--- config.mk ---
export PLATFORM = sky130hd
export DESIGN_NAME = mw_eeprom_responder
export DESIGN_NICKNAME = d
export VERILOG_FILES = /design/src/rtl/mwe_pkg.sv /design/src/rtl/mwe_in_sync.sv /design/src/rtl/mwe_mem.sv /design/src/rtl/mwe_prog_ctrl.sv /design/src/rtl/mwe_cmd_fsm.sv /design/src/rtl/mw_eeprom_responder.sv
export SDC_FILE = /design/constraint.sdc
export NUM_CORES = 1
export LEC_CHECK = 0
export ABC_AREA = 1
export BUFFER_PORTS_ARGS = -buffer_cell sky130_fd_sc_hd__buf_2
export CAP_MARGIN = 10
export CORE_ASPECT_RATIO = 0.75
export CORE_MARGIN = 1.5
export CORE_UTILIZATION = 50
export CTS_BUF_LIST = sky130_fd_sc_hd__clkbuf_16
export CTS_CLUSTER_SIZE = 14
export DETAILED_ROUTE_END_ITERATION = 12
export PLACE_DENSITY = 0.68
export SLEW_MARGIN = 5
export SYNTH_ARGS = -nofsm -noshare
export SYNTH_HDL_FRONTEND = slang
export SYNTH_HIERARCHICAL = 1
export SYNTH_SLANG_ARGS = --single-unit
--- constraint.sdc ---
create_clock -name clk -period 2.6 [get_ports clk]
set_input_delay 0.39 -clock clk [delete_from_list [all_inputs] [get_ports clk]]
set_output_delay 0.39 -clock clk [all_outputs]
set_load 0.01 [all_outputs]
--- src/rtl/mwe_pkg.sv ---
package mwe_pkg;
  typedef enum logic [1:0] {
    OP_EXT   = 2'b00,
    OP_WRITE = 2'b01,
    OP_READ  = 2'b10,
    OP_ERASE = 2'b11
  } op_e;

  typedef enum logic [1:0] {
    EX_DISABLE = 2'b00,
    EX_WRALL   = 2'b01,
    EX_ERALL   = 2'b10,
    EX_ENABLE  = 2'b11
  } ext_e;

  typedef enum logic [2:0] {
    ST_IDLE,
    ST_CMD,
    ST_RWAIT,
    ST_RSHIFT,
    ST_WDATA,
    ST_ARMED,
    ST_HOLD
  } st_e;
endpackage

--- src/rtl/mwe_in_sync.sv ---
module mwe_in_sync #(
  parameter int WIDTH  = 3,
  parameter int STAGES = 2
) (
  input  logic             clk,
  input  logic             rst,
  input  logic [WIDTH-1:0] d_i,
  output logic [WIDTH-1:0] q_o
);
  logic [WIDTH-1:0] pipe_q [STAGES];

  genvar g;
  for (g = 0; g < STAGES; g++) begin : g_stage
    if (g == 0) begin : g_first
      always_ff @(posedge clk) begin
        if (rst) pipe_q[0] <= '0;
        else     pipe_q[0] <= d_i;
      end
    end else begin : g_next
      always_ff @(posedge clk) begin
        if (rst) pipe_q[g] <= '0;
        else     pipe_q[g] <= pipe_q[g-1];
      end
    end
  end

  assign q_o = pipe_q[STAGES-1];
endmodule

--- src/rtl/mwe_mem.sv ---
module mwe_mem #(
  parameter int DEPTH = 128,
  parameter int DW    = 8,
  parameter int AW    = $clog2(DEPTH)
) (
  input  logic          clk,
  input  logic          we_i,
  input  logic [AW-1:0] waddr_i,
  input  logic [DW-1:0] wdata_i,
  input  logic [AW-1:0] raddr_i,
  output logic [DW-1:0] rdata_o
);
  logic [DW-1:0] cells [DEPTH];

  always_ff @(posedge clk) begin
    if (we_i) cells[waddr_i] <= wdata_i;
    rdata_o <= cells[raddr_i];
  end
endmodule

--- src/rtl/mwe_prog_ctrl.sv ---
module mwe_prog_ctrl #(
  parameter int unsigned PROG_CYCLES = 300000,
  parameter int DEPTH = 128,
  parameter int DW    = 8,
  parameter int AW    = $clog2(DEPTH)
) (
  input  logic          clk,
  input  logic          rst,
  input  logic          start_i,
  input  logic          bulk_i,
  input  logic [AW-1:0] addr_i,
  input  logic [DW-1:0] data_i,
  output logic          busy_o,
  output logic          we_o,
  output logic [AW-1:0] waddr_o,
  output logic [DW-1:0] wdata_o
);
  localparam int CNT_W = $clog2(PROG_CYCLES + 1);
  localparam logic [AW-1:0] LAST_ADDR = AW'(DEPTH - 1);

  logic [CNT_W-1:0] cnt_q;
  logic             busy_q;
  logic             sweep_q;
  logic [AW-1:0]    sweep_addr_q;
  logic [DW-1:0]    sweep_data_q;

  always_ff @(posedge clk) begin
    if (rst) begin
      cnt_q        <= '0;
      busy_q       <= 1'b0;
      sweep_q      <= 1'b0;
      sweep_addr_q <= '0;
      sweep_data_q <= '0;
    end else begin
      if (start_i) begin
        busy_q <= 1'b1;
        cnt_q  <= CNT_W'(PROG_CYCLES - 1);
      end else if (busy_q) begin
        if (cnt_q == '0) busy_q <= 1'b0;
        else             cnt_q  <= cnt_q - 1'b1;
      end

      if (start_i && bulk_i) begin
        sweep_q      <= 1'b1;
        sweep_addr_q <= '0;
        sweep_data_q <= data_i;
      end else if (sweep_q) begin
        sweep_addr_q <= sweep_addr_q + 1'b1;
        if (sweep_addr_q == LAST_ADDR) sweep_q <= 1'b0;
      end
    end
  end

  assign busy_o  = busy_q;
  assign we_o    = (start_i && !bulk_i) || sweep_q;
  assign waddr_o = sweep_q ? sweep_addr_q : addr_i;
  assign wdata_o = sweep_q ? sweep_data_q : data_i;
endmodule

--- src/rtl/mwe_cmd_fsm.sv ---
module mwe_cmd_fsm
  import mwe_pkg::*;
#(
  parameter int DEPTH = 128,
  parameter int DW    = 8,
  parameter int AW    = $clog2(DEPTH)
) (
  input  logic          clk,
  input  logic          rst,
  input  logic          cs_i,
  input  logic          sk_rise_i,
  input  logic          di_i,
  input  logic          busy_i,
  input  logic [DW-1:0] rdata_i,
  output logic [AW-1:0] addr_o,
  output logic [DW-1:0] fill_o,
  output logic          bulk_o,
  output logic          start_o,
  output logic          wen_o,
  output logic          do_o
);
  localparam int CMD_BITS = 2 + AW;
  localparam int CW       = $clog2(CMD_BITS + DW + 1);

  st_e                   st_q;
  logic [CW-1:0]         cnt_q;
  logic [CMD_BITS-2:0]   sh_q;
  logic [DW-1:0]         dsr_q;
  logic [AW-1:0]         addr_q;
  logic [DW-1:0]         fill_q;
  logic                  bulk_q;
  logic                  wen_q;
  logic                  rwait_q;
  logic                  dout_q;
  logic                  do_q;
  logic                  start_q;

  logic [CMD_BITS-1:0]   full;
  op_e                   op;
  logic [AW-1:0]         a_new;
  ext_e                  ext;
  logic [DW-1:0]         wbyte;

  assign full  = {sh_q, di_i};
  assign op    = op_e'(full[CMD_BITS-1 -: 2]);
  assign a_new = full[AW-1:0];
  assign ext   = ext_e'(a_new[AW-1 -: 2]);
  assign wbyte = {dsr_q[DW-2:0], di_i};

  always_ff @(posedge clk) begin
    if (rst) begin
      st_q    <= ST_IDLE;
      cnt_q   <= '0;
      sh_q    <= '0;
      dsr_q   <= '0;
      addr_q  <= '0;
      fill_q  <= '1;
      bulk_q  <= 1'b0;
      wen_q   <= 1'b0;
      rwait_q <= 1'b0;
      dout_q  <= 1'b1;
      do_q    <= 1'b1;
      start_q <= 1'b0;
    end else begin
      start_q <= 1'b0;
      do_q    <= !cs_i ? 1'b1 : (busy_i ? 1'b0 : dout_q);

      if (!cs_i) begin
        if (st_q == ST_ARMED && wen_q) start_q <= 1'b1;
        st_q   <= ST_IDLE;
        dout_q <= 1'b1;
      end else begin
        case (st_q)
          ST_IDLE: begin
            if (sk_rise_i && di_i && !busy_i) begin
              st_q  <= ST_CMD;
              cnt_q <= '0;
            end
          end
          ST_CMD: begin
            if (sk_rise_i) begin
              sh_q  <= full[CMD_BITS-2:0];
              cnt_q <= cnt_q + 1'b1;
              if (cnt_q == CW'(CMD_BITS - 1)) begin
                addr_q  <= a_new;
                cnt_q   <= '0;
                bulk_q  <= 1'b0;
                fill_q  <= '1;
                rwait_q <= 1'b0;
                case (op)
                  OP_READ:  st_q <= ST_RWAIT;
                  OP_WRITE: st_q <= ST_WDATA;
                  OP_ERASE: st_q <= ST_ARMED;
                  default: begin
                    case (ext)
                      EX_ENABLE:  begin wen_q <= 1'b1; st_q <= ST_HOLD; end
                      EX_DISABLE: begin wen_q <= 1'b0; st_q <= ST_HOLD; end
                      EX_ERALL:   begin bulk_q <= 1'b1; st_q <= ST_ARMED; end
                      default:    begin bulk_q <= 1'b1; st_q <= ST_WDATA; end
                    endcase
                  end
                endcase
              end
            end
          end
          ST_RWAIT: begin
            rwait_q <= 1'b1;
            if (rwait_q) begin
              dsr_q  <= rdata_i;
              dout_q <= rdata_i[DW-1];
              cnt_q  <= '0;
              st_q   <= ST_RSHIFT;
            end
          end
          ST_RSHIFT: begin
            if (sk_rise_i) begin
              if (cnt_q == CW'(DW - 1)) begin
                dout_q <= 1'b1;
                st_q   <= ST_HOLD;
              end else begin
                dout_q <= dsr_q[DW-2];
                dsr_q  <= {dsr_q[DW-2:0], 1'b0};
                cnt_q  <= cnt_q + 1'b1;
              end
            end
          end
          ST_WDATA: begin
            if (sk_rise_i) begin
              dsr_q <= wbyte;
              cnt_q <= cnt_q + 1'b1;
              if (cnt_q == CW'(DW - 1)) begin
                fill_q <= wbyte;
                st_q   <= ST_ARMED;
              end
            end
          end
          default: ;
        endcase
      end
    end
  end

  assign addr_o  = addr_q;
  assign fill_o  = fill_q;
  assign bulk_o  = bulk_q;
  assign start_o = start_q;
  assign wen_o   = wen_q;
  assign do_o    = do_q;
endmodule

--- src/rtl/mw_eeprom_responder.sv ---
module mw_eeprom_responder #(
  parameter int unsigned PROG_CYCLES = 300000,
  parameter int DEPTH       = 128,
  parameter int DW          = 8,
  parameter int SYNC_STAGES = 2
) (
  input  logic clk,
  input  logic rst,
  input  logic cs_i,
  input  logic sk_i,
  input  logic di_i,
  output logic do_o
);
  localparam int AW = $clog2(DEPTH);

  logic [2:0]    sync_q;
  logic          cs_s, sk_s, di_s;
  logic          sk_prev_q;
  logic          sk_rise;
  logic          busy;
  logic          start;
  logic          bulk;
  logic          wen;
  logic [AW-1:0] cmd_addr;
  logic [DW-1:0] fill;
  logic [DW-1:0] rdata;
  logic          mem_we;
  logic [AW-1:0] mem_waddr;
  logic [DW-1:0] mem_wdata;

  mwe_in_sync #(.WIDTH(3), .STAGES(SYNC_STAGES)) u_sync (
    .clk (clk),
    .rst (rst),
    .d_i ({cs_i, sk_i, di_i}),
    .q_o (sync_q)
  );

  assign {cs_s, sk_s, di_s} = sync_q;

  always_ff @(posedge clk) begin
    if (rst) sk_prev_q <= 1'b0;
    else     sk_prev_q <= sk_s;
  end

  assign sk_rise = sk_s && !sk_prev_q;

  mwe_cmd_fsm #(.DEPTH(DEPTH), .DW(DW), .AW(AW)) u_fsm (
    .clk       (clk),
    .rst       (rst),
    .cs_i      (cs_s),
    .sk_rise_i (sk_rise),
    .di_i      (di_s),
    .busy_i    (busy),
    .rdata_i   (rdata),
    .addr_o    (cmd_addr),
    .fill_o    (fill),
    .bulk_o    (bulk),
    .start_o   (start),
    .wen_o     (wen),
    .do_o      (do_o)
  );

  mwe_prog_ctrl #(.PROG_CYCLES(PROG_CYCLES), .DEPTH(DEPTH), .DW(DW), .AW(AW)) u_prog (
    .clk     (clk),
    .rst     (rst),
    .start_i (start),
    .bulk_i  (bulk),
    .addr_i  (cmd_addr),
    .data_i  (fill),
    .busy_o  (busy),
    .we_o    (mem_we),
    .waddr_o (mem_waddr),
    .wdata_o (mem_wdata)
  );

  mwe_mem #(.DEPTH(DEPTH), .DW(DW), .AW(AW)) u_mem (
    .clk     (clk),
    .we_i    (mem_we),
    .waddr_i (mem_waddr),
    .wdata_i (mem_wdata),
    .raddr_i (cmd_addr),
    .rdata_o (rdata)
  );
endmodule

==> run summary, run 1 <==
The run finished with clean final reports. In this run, flip-flops and latches consume 57.0% of the power. The area fraction of the dominant cell type after synthesis was 65.89%. The run gives 96 as the number of placement rows. The most critical setup path has its endpoint at u_mem/cells[62][0]. For the max-cap check violation count, the log shows 0. The setup check on the worst reg-to-reg path leaves a slack of 0.07 ns. In the final routed layout, each cell accounts on average for 21.15 microns. The run gives 30060 as the number of global-route vias before repair. The die outline height was 267.6 microns; the final non-filler cell total was 5660. In this run the remaining antenna-violating nets after routing total 0. For this run, the detailed router's first-pass iteration total came to 7. For this design the static power due to leakage is 0.01892 uW. The power per standard cell area came out at 646.0 nW/um^2. With fillers left out, the area of the finished cells amounts to 52510 sq um. Launching point of the worst reg2reg path: u_prog/sweep_q. The cell area that synthesis handed to floorplanning was 46670 sq um. The share of cells above drive strength 1 came out at 10.06%. Cell internal power was estimated by the tool at 27430 uW.

From left edge to right edge, the die measures 355.8 microns. The library cell used most frequently in the layout, excluding fill and tap cells, is nand2_1. Setup repair after global routing could not meet its margin everywhere.

The logs give 6497 uW for the switching power and 0.9150 for the routability-driven placement congestion ratio. In the routed design, unresolved DRC markers number 0. After synthesis, the cell types taking the most area are edfxtp_1, nand2_1, nand3_1. The tools report the final global-route overflow total as 0. For the top-level I/O count, the log shows 6.

Final hold analysis gives a worst-case slack of 0.05889 ns. The tools report the endpoint class of the critical path as a flop. Per report_power, the combinational group accounts for 0.2% of the total.

Entering global routing, the biggest net connects 129 pins. The die covers 95190 sq um. The routed design could run at a clock period as short as 2.528 ns. The ratio of final minimum period to clock period is 97.23%, and the mean number of vias per cell is 5.675.

The number of antenna diodes in the final layout is 0. The post-synthesis cell type with the largest combined area was edfxtp_1. For the worst supply voltage drop on vdd, the log shows 595.9 uV. In this run the worst path has a maximum fanout of 14.

For the deepest clock path buffer count, the log shows 3. Sequential cells were found to cover 69.97% of the synthesized design area. The tools report the detailed-route via count as 32120. TritonCTS built the clock tree. The run gives 119700 microns as the total detailed-routing wirelength. The run gives 4245 as the cell count after synthesis.

The worst hold-check path type is in -> reg. The placeable core region came out at 92010 sq um. The logs give 72630 microns for the placed wire-length estimate and 5468 for the cell count after placement.

For the critical path required time, the log shows 2.97 ns. The critical path launch point is u_prog/sweep_q. The clock network burns 42.8% of the power. The number of antenna violations at the first check in global routing was 0. The number of warnings issued by yosys came out at 6. The run gives 0 as the number of pins exceeding their max-slew limit in the final report. Clock root buffer master: clkbuf_16.

The clock slew seen by the registers of the worst setup and hold paths is 0.06 ns, and the total routing usage reported by global routing is 25.27%. The effective utilization at floorplan is 50.72%. The number of clock buffers inserted by TritonCTS was 104; the count of H-tree levels built during CTS was 3. In this run the critical register-to-register path is captured at u_mem/cells[62][0]. In this run the mean area of a mapped cell was 10.99 sq um. The critical path is of the reg -> reg type. The switching share of power came out at 19.15%. The count of buffers added on input and output ports is 5. CTS saw 1119 sinks. The first-pass GRT wire length came out at 182300 microns. Total power for the finished layout comes to 33920 uW. The layout-stage area growth over the synthesis result was 12.53%. The startpoint class of the critical path is a flop. The flip-flop and latch count after synthesis came out at 1119. The top cell types in the final layout, fill and taps aside, are nand2_1, edfxtp_1, nand3_1. The logs give 48.57% for the max-slew headroom at the worst pin and 49260 sq um for the post-place instance area. The first routing iteration left 4153 violations. The actual slew at the worst max-slew pin is 0.7686 ns. The net count of the finished layout is 4364. The cell count of the worst reg-to-reg path was 7. The final hold violation count is 0, and the arrival time of the worst setup path is 2.90 ns.

Setup violations remaining at the end of the flow were counted as 0. Clock skew on the completed layout was measured at 0.01979 ns. Based on the critical path, the design can be clocked at up to 0.3956 GHz. The logs give 0.68 ns for the clock latency of the later-clocked register in the worst-skew pair and 41 for the number of different library cells in the post-synthesis netlist. For the post-synthesis net count, the log shows 4257.
-- cells in the mapped netlist (all sizes together) --
master,count
o21ai,33
nor3,19
nand3b,2
edfxtp,1024
dfxtp,95
ha,7
clkinv,1
clkbuf,44
a31oi,7
a21oi,26
inv,100
o221ai,1
nor3b,1
nand4,19
and2,1
buf,207
o22ai,1
a211oi,3
nand2,1392
a21boi,1
o211ai,7
nand3,985
nor2,259
xor2,10
-- power groups by stage --
stage	clock [uW]	combinational (uW)	sequential [uW]
after detailed placement	0	63.5	19700
final	14500	67.1	19300
after global routing	15400	74.3	19300
after CTS	14700	67.0	19300
after floorplan	0	43.2	19700
after global placement	0	62.9	19700
-- per-stage QoR --
step           setup WS [ns]  util (%)  setup TNS, ns
6_report             0.07212     57.08              0
3_3_place_gp        -0.04876     53.54         -2.496
4_1_cts               0.1451     57.07              0
3_5_place_dp         -0.1148     53.54         -7.677
5_1_grt             -0.06486     57.08        -0.9521
2_1_floorplan         0.2491         -              0
-- sequential cells by signal (all words and copies together), names as in the netlist, 8 cells and up --
| name | cells |
|---|---|
| u_fsm/sh_q | 8 |
| u_mem/rdata_o | 8 |
| u_fsm/fill_o | 8 |
| u_prog/cnt_q | 19 |
| u_prog/sweep_data_q | 8 |
| u_mem/cells | 1024 |
-- area by class of cell --
type	count	area [sq um]
Tap cell	1225	1533
Sequential cell	1119	32660
Fill cell	7491	39490
Timing Repair Buffer	252	2400
Multi-Input combinational cell	2774	12300
Clock buffer	105	2628
Clock inverter	84	585.6
Inverter	101	405.4
-- layer usage --
metal	track usage, %	vias to the layer above	routed length (microns)
met4	5.980	0	2343
li1	-	14940	-
met5	0	-	0
met1	38.70	15410	53200
met3	5.247	169	12900
met2	36.90	1601	51240
-- repair_timing --
item | 4_1_cts | 5_1_grt
endpoints found under the setup margin | 123 | 42
hold buffers | 3 | 0
buffers inserted | 0 | 0
gates resized for setup | 1 | 4
hold endpoints to repair | 3 | 0
-- logic make-up after synthesis --
family	share of synthesized area [%]
simple gates	24.73
compound gates	0.9759
fa+ha+maj	0.1877
flops	69.97
xor+xnor	0.1877
buf+inv	3.952
-- worst min-delay path by stage --
stage                         from                   to  slack (ns)  depth (start not counted)
4_1_cts                        rst      u_prog/cnt_q[6]        0.04                          2
3_3_place_gp   u_sync/pipe_q[0][1]  u_sync/pipe_q[1][1]        0.39                          2
6_report                       rst        u_prog/busy_o        0.06                          2
2_1_floorplan  u_sync/pipe_q[0][0]  u_sync/pipe_q[1][0]        0.39                          2
5_1_grt                        rst      u_prog/cnt_q[2]        0.07                          2
3_5_place_dp   u_sync/pipe_q[0][2]  u_sync/pipe_q[1][2]        0.40                          2
-- critical path, cell delays in order, from the launching register on --
cell and delay, ns:
dfxtp_1 0.33, inv_1 0.17, buf_4 0.23, o21ai_1 0.39, nand2_1 0.44, buf_4 0.33
nor2_1 0.14, buf_4 0.20
Note: power is estimated with default switching activity, not from simulation.
==> run 2: changes to the inputs <==
CELL_PAD_IN_SITES_DETAIL_PLACEMENT = 0   (was not set)
CELL_PAD_IN_SITES_GLOBAL_PLACEMENT = 2   (was not set)
CORE_UTILIZATION = 39   (was 50)
CTS_BUF_LIST = not set   (was sky130_fd_sc_hd__clkbuf_16)
PLACE_DENSITY = not set   (was 0.68)
PLACE_DENSITY_LB_ADDON = 0.1   (was not set)
==> run summary, run 2 (synthesis gave the netlist of run 1 again) <==
The run gives 2.94 ns (+0.04 ns) as the arrival time of the worst setup path. The run gives 106 (-18%) as the pin count of the biggest net entering global routing. The critical path required time came out at 2.94 ns (-0.03 ns). The cell count of the worst reg-to-reg path came out at 10 (+3). The detailed-route via count is 31850 (-0.84%).

The ratio of final minimum period to clock period is 99.89% (+2.7 points). The layout-stage area growth over the synthesis result was 15.85%; the highest clock frequency the design can meet was 0.3851 GHz (-2.7%). The tools report the max-slew headroom at the worst pin as 44.98% (-3.6 points).

Number of buffer cells added on primary ports: 5 (unchanged). In this run the critical register-to-register path is captured at u_mem/cells[44][2]. Number of antenna violations at the first check in global routing: 2 (+2).

The switching power came out at 7106 uW (+9.4%). Horizontal extent of the die: 402.4 microns (+13%). The logs give 121800 sq um (+28%) for the area of the die and 0.02544 ns (+0.005658 ns) for the worst clock skew. Number of fillers in the final layout: 11050 (+47%). The register containing the most flip-flops in the final layout was u_mem/cells. The share of power burned in the clock network is 45.9% (+3.1 points), and the number of global-route vias before repair is 29920 (-0.46%). The flop-to-flop setup slack was 0.003 ns (-0.07 ns). The part of the power in combinational logic was 0.2% (about the same). The flip-flop count of the largest register, all copies and words added was 1024 (unchanged); the post-placement worst setup slack was -0.2904 ns (-0.1756 ns). The tools report the startpoint class of the critical path as a flop. The total number of clock tree sinks is 1119 (unchanged), and the placed wire-length estimate is 86890 microns (+20%). Effective utilization at floorplan: 39.47% (-11 points).

The critical path is of the reg -> reg type. The total detailed-routing wirelength is 143400 microns (+20%). The tools report the area occupied by registers as 32670 sq um (about the same).

The run gives 0 (unchanged) as the max-cap check violation count. The run gives 12520 sq um (+1.8%) as the area of the multi-input gates. The tools report the launching point of the worst reg2reg path as u_prog/sweep_q. The run gives 109 (+14%) as the number of placement rows.

The logs give 4385 (+0.48%) for the number of nets in the final layout and 54060 sq um (+2.9%) for the final instance area. The number of DRC violations after detailed-routing iteration 0 came out at 2776 (-33%). The worst hold-check path type is reg -> reg.

For the worst supply voltage drop on vdd, the log shows 500.6 uV (-16%). The setup slack after layout was 0.002937 ns (-0.06919 ns). The actual slew at the worst max-slew pin is 0.8222 ns (+0.05361 ns). The total routing usage reported by global routing was 23.23% (-2.0 points); the count of final setup violators was 0 (unchanged). The path with the worst hold slack has its endpoint at u_sync/pipe_q[1][2]. The mean number of vias per cell is 5.289 (-6.8%), and the number of clock buffers inserted by TritonCTS is 115 (+11%). In this run the most critical hold path is launched from u_sync/pipe_q[0][2].

For the number of DRC violations after detailed routing, the log shows 0 (unchanged). The mean routed wirelength per cell works out to 23.82 microns (+13%). First-pass GRT wire length: 208400 microns (+14%). Routability-driven placement congestion ratio: 0.8395 (-8.3%). The switching share of power was 19.79% (+0.63 points).

Endpoint class of the critical path: a flop. The die outline height is 302.6 microns (+13%). TritonCTS built the clock tree. The placeable core region came out at 118200 sq um (+29%). For the deepest clock path buffer count, the log shows 3 (unchanged). In the final layout, the registers with the most flip-flops are u_mem/cells x1024, u_prog/cnt_q x19. The sequential share of power came out at 53.8% (-3.2 points). The leakage power figure was 0.01919 uW (+1.4%).

The library cell used most frequently in the layout, excluding fill and tap cells, is nand2_1. The worst hold path stage count works out to 2 (unchanged). The remaining antenna violation count was 0 (unchanged); the largest fanout of any net on the critical path was 8 (-6).

Post-place instance area: 49900 sq um (+1.3%). The tools report the sum of internal, switching and leakage power as 35910 uW (+5.9%). The run finished with clean final reports.

The clock latency of the later-clocked register in the worst-skew pair was 0.73 ns (+0.05 ns). The run gives 0 (unchanged) as the final hold violation count. The logs give 45.72% (-11 points) for the share of the core filled with cells and 5 (-2) for the number of iterations in the first detailed-routing pass. The final period demand of the worst path came out at 2.597 ns (+0.06919 ns). In the layout the commonest cells are nand2_1, edfxtp_1, nand3_1.

The power per standard cell area came out at 664.3 nW/um^2 (+2.8%). Clock root buffer master: clkbuf_16. The top-level I/O count is 6 (unchanged), and the count of H-tree levels built during CTS is 3 (unchanged). The number of pins exceeding their max-slew limit in the final report is 0 (unchanged). The share of cells above drive strength 1 was 12.22% (+2.2 points); the clock slew seen by the registers of the worst setup and hold paths was 0.07 ns (about the same). The final global-route overflow total came out at 0 (unchanged). Setup repair after global routing could not meet its margin everywhere. For the internal power, the log shows 28810 uW (+5.0%).
[run 2: cell count changes in the layout (fill, tap and decap cells not counted), sizes merged]
cell,before,now
inv,130,105
dlygate4sd3,3,4
bufinv,8,12
buf,249,252
clkinvlp,5,6
clkinv,42,49
clkbuf,105,146
diode,0,1
[run 2: power groups by stage]
stage                     registers, uW  logic, uW  clock network (uW)
after floorplan                   19700       43.2                   0
after global placement            19700       72.8                   0
after detailed placement          19700       72.3                   0
after CTS                         19300       77.3               16800
after global routing              19300       85.3               17500
final                             19300       77.1               16500
[run 2: metrics by stage]
| step | instances | hold WS (ns) | TNS, ns |
|---|---|---|---|
| floorplan | 4245 | 0.3883 | 0 |
| global placement | 5795 | 0.3957 | -23.62 |
| detailed placement | 5795 | 0.3931 | -19.07 |
| CTS | 6012 | 0.3826 | -0.4148 |
| global route | 6021 | 0.4243 | -4.136 |
| finish | 6022 | 0.4011 | 0 |
[run 2: critical path, stage by stage, from the launching register on]
cell and delay, ns:
dfxtp_1 0.33, inv_1 0.13, buf_12 0.16, o21ai_0 0.26
buf_4 0.19, inv_1 0.04, nor2_1 0.08, buf_4 0.14
nand2_1 0.10, buf_4 0.16, nor2_1 0.63
[run 2: what timing repair did]
action	4_1_cts	5_1_grt
cloned	2	4
setup endpoints to repair	259	425
hold endpoints to repair	8	0
gates resized for setup	33	45
setup buffers	0	5
hold buffers	4	0
[run 2: final cells by class]
cell class | instances | share of cell area, %
Timing Repair Buffer | 260 | 5.203
Clock inverter | 69 | 1.215
Timing Repair inverter | 2 | 0.03240
Antenna cell | 1 | 0.004629
Tap cell | 1554 | 3.596
Inverter | 101 | 0.7498
Multi-Input combinational cell | 2774 | 23.15
Sequential cell | 1119 | 60.42
Clock buffer | 142 | 5.628
[run 2: worst max path at each step]
stage / start / to / cells past startpoint / slack (ns)
2_1_floorplan: u_prog/sweep_q / u_mem/cells[111][0] / 10 / 0.25
3_3_place_gp: u_prog/sweep_q / u_mem/cells[17][1] / 8 / -0.33
3_5_place_dp: u_prog/sweep_q / u_mem/cells[17][2] / 8 / -0.29
4_1_cts: u_prog/sweep_q / u_mem/cells[104][2] / 11 / -0.03
5_1_grt: u_prog/sweep_q / u_mem/cells[60][4] / 9 / -0.13
6_report: u_prog/sweep_q / u_mem/cells[44][2] / 10 / 0.003
[run 2: metal layers]
layer  part of all wire, %  vias to the layer above  wire length, microns  track usage, %
li1                      -                    15020                     -               -
met1                    50                    15840                 72340           36.78
met2                    42                      832                 60590           33.74
met3                   5.7                      159                  8135           3.606
met4                   1.7                        0                  2380           4.203
met5                     0                        -                     0               0
